File: src/rtl/thermal_limit_pkg.sv
package thermal_limit_pkg;

   localparam int          NUM_LIMITS  = 4;
   localparam int          FIELD_LSB   = 2;
   localparam int          PAIR_W      = 16;
   localparam logic [7:0]  ADR_CLEAR   = 8'h13;
   localparam logic [7:0]  ADR_CONFIG  = 8'h1A;
   localparam logic [7:0]  ADR_LIM0    = 8'h1C;
   localparam logic [7:0]  ADR_TEMP    = 8'h31;
   localparam logic [7:0]  ADR_STATUS  = 8'h33;

   // Index of each limit doubles as its status bit position.
   typedef enum int {
      LIM_HIGH  = 0,
      LIM_LOW   = 1,
      LIM_CRIT  = 2,
      LIM_LCRIT = 3
   } limit_idx_e;

   function automatic logic [7:0] limit_base(input int idx);
      return ADR_LIM0 + 8'(2 * idx);
   endfunction

   // Even indices guard an upper bound, odd indices a lower bound.
   function automatic logic is_upper(input int idx);
      return (idx % 2) == 0;
   endfunction

endpackage

File: src/rtl/thermal_field_reg.sv
module thermal_field_reg
   import thermal_limit_pkg::*;
#(
   parameter int          TEMP_W  = 11,
   parameter logic [TEMP_W-1:0] RST_VAL = '0
) (
   input  logic              clk,
   input  logic              rst_n,
   input  logic              wr_lo,
   input  logic              wr_hi,
   input  logic [7:0]        wdata,
   output logic [TEMP_W-1:0] q
);

   logic [PAIR_W-1:0] cur_pair;
   logic [PAIR_W-1:0] nxt_pair;

   assign cur_pair = PAIR_W'(q) << FIELD_LSB;

   always_comb begin
      nxt_pair = cur_pair;
      if (wr_lo) nxt_pair[7:0]  = wdata;
      if (wr_hi) nxt_pair[15:8] = wdata;
   end

   always_ff @(posedge clk or negedge rst_n) begin
      if (!rst_n)               q <= RST_VAL;
      else if (wr_lo || wr_hi)  q <= nxt_pair[FIELD_LSB +: TEMP_W];
   end

endmodule

File: src/rtl/thermal_limit_cmp.sv
module thermal_limit_cmp
   import thermal_limit_pkg::*;
#(
   parameter int TEMP_W = 11
) (
   input  logic [TEMP_W-1:0]                  sample,
   input  logic [NUM_LIMITS-1:0][TEMP_W-1:0]  limits,
   output logic [NUM_LIMITS-1:0]              hit
);

   for (genvar g = 0; g < NUM_LIMITS; g++) begin : g_cmp
      if (is_upper(g)) begin : g_above
         assign hit[g] = $signed(sample) > $signed(limits[g]);
      end else begin : g_below
         assign hit[g] = $signed(sample) < $signed(limits[g]);
      end
   end

endmodule

File: src/rtl/thermal_alarm_status.sv
module thermal_alarm_status
   import thermal_limit_pkg::*;
(
   input  logic                  clk,
   input  logic                  rst_n,
   input  logic [NUM_LIMITS-1:0] set_i,
   input  logic [NUM_LIMITS-1:0] clr_i,
   output logic [NUM_LIMITS-1:0] status_q
);

   always_ff @(posedge clk or negedge rst_n) begin
      if (!rst_n) status_q <= '0;
      else        status_q <= (status_q & ~clr_i) | set_i;
   end

endmodule

File: src/rtl/thermal_limit_monitor.sv
module thermal_limit_monitor
   import thermal_limit_pkg::*;
#(
   parameter int TEMP_W = 11
) (
   input  logic              clk,
   input  logic              rst_n,
   input  logic              smp_valid,
   input  logic [TEMP_W-1:0] smp_temp,
   input  logic [7:0]        host_addr,
   input  logic              host_wr,
   input  logic [7:0]        host_wdata,
   output logic [7:0]        host_rdata
);

   if (TEMP_W < 7 || TEMP_W > PAIR_W - FIELD_LSB) begin : g_bad_width
      $error("TEMP_W must lie between 7 and 14");
   end

   logic [NUM_LIMITS-1:0][TEMP_W-1:0] lim_val;
   logic [PAIR_W-1:0]                 lim_pair [NUM_LIMITS];
   logic [NUM_LIMITS-1:0]             hit;
   logic [NUM_LIMITS-1:0]             set_vec;
   logic [NUM_LIMITS-1:0]             clr_vec;
   logic [NUM_LIMITS-1:0]             status_q;
   logic [TEMP_W-1:0]                 temp_q;
   logic [PAIR_W-1:0]                 temp_pair;
   logic                              disable_q;
   logic                              accept;

   for (genvar g = 0; g < NUM_LIMITS; g++) begin : g_limit
      logic wlo;
      logic whi;
      assign wlo = host_wr && (host_addr == limit_base(g));
      assign whi = host_wr && (host_addr == limit_base(g) + 8'd1);

      thermal_field_reg #(.TEMP_W(TEMP_W)) u_reg (
         .clk   (clk),
         .rst_n (rst_n),
         .wr_lo (wlo),
         .wr_hi (whi),
         .wdata (host_wdata),
         .q     (lim_val[g])
      );

      assign lim_pair[g] = PAIR_W'(lim_val[g]) << FIELD_LSB;
   end

   thermal_limit_cmp #(.TEMP_W(TEMP_W)) u_cmp (
      .sample (smp_temp),
      .limits (lim_val),
      .hit    (hit)
   );

   assign accept  = smp_valid && !disable_q;
   assign set_vec = accept ? hit : '0;
   assign clr_vec = (host_wr && host_addr == ADR_CLEAR) ? host_wdata[NUM_LIMITS-1:0] : '0;

   thermal_alarm_status u_status (
      .clk      (clk),
      .rst_n    (rst_n),
      .set_i    (set_vec),
      .clr_i    (clr_vec),
      .status_q (status_q)
   );

   always_ff @(posedge clk or negedge rst_n) begin
      if (!rst_n)      temp_q <= '0;
      else if (accept) temp_q <= smp_temp;
   end

   always_ff @(posedge clk or negedge rst_n) begin
      if (!rst_n)                                 disable_q <= 1'b0;
      else if (host_wr && host_addr == ADR_CONFIG) disable_q <= host_wdata[0];
   end

   assign temp_pair = PAIR_W'(temp_q) << FIELD_LSB;

   always_comb begin
      host_rdata = '0;
      for (int i = 0; i < NUM_LIMITS; i++) begin
         if (host_addr == limit_base(i))         host_rdata = lim_pair[i][7:0];
         if (host_addr == limit_base(i) + 8'd1)  host_rdata = lim_pair[i][15:8];
      end
      if (host_addr == ADR_TEMP)         host_rdata = temp_pair[7:0];
      if (host_addr == ADR_TEMP + 8'd1)  host_rdata = temp_pair[15:8];
      if (host_addr == ADR_STATUS)       host_rdata = 8'(status_q);
      if (host_addr == ADR_CONFIG)       host_rdata = {7'd0, disable_q};
   end

endmodule

File: config.mk
export PLATFORM = sky130hd
export DESIGN_NAME = thermal_limit_monitor
export DESIGN_NICKNAME = d
export VERILOG_FILES = /design/src/rtl/thermal_limit_pkg.sv /design/src/rtl/thermal_field_reg.sv /design/src/rtl/thermal_limit_cmp.sv /design/src/rtl/thermal_alarm_status.sv /design/src/rtl/thermal_limit_monitor.sv
export SDC_FILE = /design/constraint.sdc
export NUM_CORES = 1
export LEC_CHECK = 0
export BUFFER_PORTS_ARGS = -buffer_cell sky130_fd_sc_hd__buf_2
export CORE_ASPECT_RATIO = 1.75
export CORE_UTILIZATION = 60
export CTS_BUF_LIST = sky130_fd_sc_hd__clkbuf_4 sky130_fd_sc_hd__clkbuf_8 sky130_fd_sc_hd__clkbuf_16
export DETAILED_ROUTE_END_ITERATION = 12
export PLACE_DENSITY_LB_ADDON = 0.12
export SYNTH_ARGS = -nofsm -noshare
export SYNTH_HDL_FRONTEND = slang
export SYNTH_SLANG_ARGS = --single-unit
File: constraint.sdc
create_clock -name clk -period 2 [get_ports clk]
set_input_delay 0.1 -clock clk [delete_from_list [all_inputs] [get_ports clk]]
set_output_delay 0.1 -clock clk [all_outputs]
set_load 0.1 [all_outputs]
==> qor.yml <==
place:
  routabilityCongestion: 1.02
  placed_cells: 540
  place.detailed.hpwl_um: 9780
  io_buffers: 38
power_and_ir_drop:
  pwr-share-seq_pct: 40.0
  power.share.combinational_pct: 15.6
  cellPowerDensity_nw_per_um2: 678
  max-vdd-ir-drop_uv: 667
  switching_share_pct: 26.5
  p_int_mw: 2.47
  clockPowerShare_pct: 44.4
  p_sw_mw: 0.891
  p_leak_nw: 2.39
clocking:
  cts.path.max_buffers: 2
  cts_root_buf: "clkbuf_16"
  clk-insertion-delay-late_ns: 0.33
  cts.sinks: 60
  cts-buffers-inserted: 9
  htree_levels: 3
  clk_pin_slew_ns: 0.05
  cts_tree: "yes"
  post_cts_buffers: 0
critical_path:
  startpoint_type: "register"
  critPathArrivalTime_ns: 1.77
  end_kind: "output pin"
  criticalPathCategory: "reg2out"
  reg2regPathDepth: 7
  path_max_fanout: 3
  worstPathRequired_ns: 1.90
synth:
  synth-compound-area-share_pct: 13.5
  synth_area_sq_um: 4200
  yosys.area_share.simple_pct: 15.4
  synth_edf_count: 0
  synth-seq-area-share_pct: 35.8
  synth_top_family_by_area: "multiplexers"
  syn_avg_cell_area_sq_um: 9.97
  synth-xor-area-share_pct: 0
  synth-seq-cells: 60
  synthCells: 421
  synth-adder-area-share_pct: 12.5
  yosysWarnings: 0
  ys.flop_type: "dfrtp_1"
  synth_async_sr_flop_share_pct: 100
  synth_mux_area_share_pct: 16.1
  ys_types: 54
  synth_nets: 494
grt:
  grt_pass1_wl_um: 19400
  grt_max_degree: 61
  gr-total-overflow: 0
  grt_usage_pct: 37.0
  first_global_vias: 3631
  antenna_found_initial: 0
timing:
  rsz0062_at_grt: "false"
  finalSetupViolations: 0
  tightest_slew_ns: 0.787
  fin_crit_ns: 1.87
  relSlewSlack_pct: 47.5
  skew_ns: 0.00514
  drv_slew: 0
  fmax_mhz: 534
  hold_viol_final: 0
  holdWs_ns: 0.0605
  min_period_over_period_pct: 93.7
finish:
  final_cell_mix: "dfrtp_1, inv_1, nand2_1"
  diodes: 0
  finalNonFillerCells: 557
  layout_commonest_cell: "dfrtp_1"
  syn_to_final_growth_pct: 18.1
  final_net_count: 541
  finalCoreUtilization_pct: 72.8
  post_route_cells_drive_above_1_share_pct: 22.8
detailed_routing:
  via_count: 3529
  wl_um: 12600
  drtIter0Drc: 265
  routedWlPerCell_um: 22.5
  ant_nets: 0
  vias_per_cell: 6.34
  route.detailed.drc: 0
  dr.pass1.iters: 5
die:
  initial_core_util_pct: 61.6
  dieArea_sq_um: 7340
  ios: 39
  rows: 40
  core-area_sq_um: 6810
  die_x_um: 65.2
  dieHeight_um: 113
hold_path:
  hold_depth: 2
  hp-class: "in2reg"
run:
  max-cap-violations: 0
outcome:
  status: "completed"
-- layer usage --
| layer | part of all wire [%] | track usage, % |
|---|---|---|
| met1 | 35 | 39.5 |
| met2 | 49 | 59.8 |
| met3 | 6.0 | 7.32 |
| met4 | 10 | 32.9 |
| met5 | 0 | 0 |
-- area by class of cell --
class / count / area [sq um]
inverters: 52 / 195
fillers: 517 / 1850
well taps: 84 / 105
clock inverters: 1 / 5.00
repair buffers: 51 / 410
clock buffers: 15 / 289
flip-flops and latches: 60 / 1500
multi-input cells: 294 / 2450
-- worst max-delay path, stage by stage, from the launching register on --
cell      delay, ns
dfrtp_1        0.41
mux4_2         0.48
a32oi_1        0.20
o221ai_2       0.16
buf_12         0.20
-- registers in the layout, summed over array words and instances (netlist names) --
| signal | cells |
|---|---|
| temp_q | 11 |
| disable_q | 1 |
| u_status.status_q | 4 |
| g_limit.u_reg.q | 44 |
-- worst paths after layout --
path | startpoint | to | slack, ns
worst max-delay path | g_limit[1].u_reg.q[8] | host_rdata[2] | 0.13
worst min-delay path | host_wdata[7] | g_limit[0].u_reg.q[5] | 0.06
worst max register to register | g_limit[0].u_reg.q[1] | u_status.status_q[0] | 0.16
worst min register to register | temp_q[7] | temp_q[7] | 0.48
max in group asynchronous | rst_n | g_limit[1].u_reg.q[5] | 1.00
min in group asynchronous | rst_n | g_limit[2].u_reg.q[6] | 0.45
-- logic make-up after synthesis --
family                     count (synthesis)
AOI/OAI and AO/OA                         85
adders and majority gates                 42
buffers and inverters                     67
DFF                                       60
muxes                                     50
and+or+nand+nor                          117
-- power groups by stage --
stage          Sequential (mW)  Clock, mW  Combinational (mW)
2_1_floorplan             1.33          0               0.315
5_1_grt                   1.35       1.56               0.576
3_3_place_gp              1.36          0               0.497
4_1_cts                   1.34       1.51               0.520
3_5_place_dp              1.36          0               0.512
6_report                  1.34       1.49               0.525
-- Yosys cell counts (7+ instances only) --
library cell | instances | share of area, %
mux2_1 | 23 | 6.2
a21o_1 | 7 | 1.3
o21ai_0 | 21 | 2.5
a21oi_1 | 15 | 1.8
inv_1 | 51 | 4.6
dfrtp_1 | 60 | 36
buf_2 | 7 | 0.83
ha_1 | 42 | 13
mux2_4 | 22 | 7.9
nand4_1 | 10 | 1.5
nor3_1 | 7 | 0.83
nand3_1 | 12 | 1.4
nor2b_1 | 7 | 1.0
nand2_1 | 44 | 3.9
nor2_1 | 12 | 1.1
-- timing repair --
item,in CTS,in global routing
hold buffers,1,0
endpoints found under the setup margin,0,1
gates resized for setup,0,1
endpoints found under the hold margin,60,0
-- metrics by stage --
stage | setup TNS [ns] | cell area [sq um] | total power [mW] | worst slack (ns)
global route | 0 | 4950 | 3.49 | 0.0584
detailed placement | 0 | 4640 | 1.87 | 0.194
floorplan | -0.271 | 4220 | 1.65 | -0.271
global placement | 0 | 4640 | 1.86 | 0.280
finish | 0 | 4950 | 3.36 | 0.127
CTS | 0 | 4950 | 3.37 | 0.107
Power figures use the tool's default switching activity.
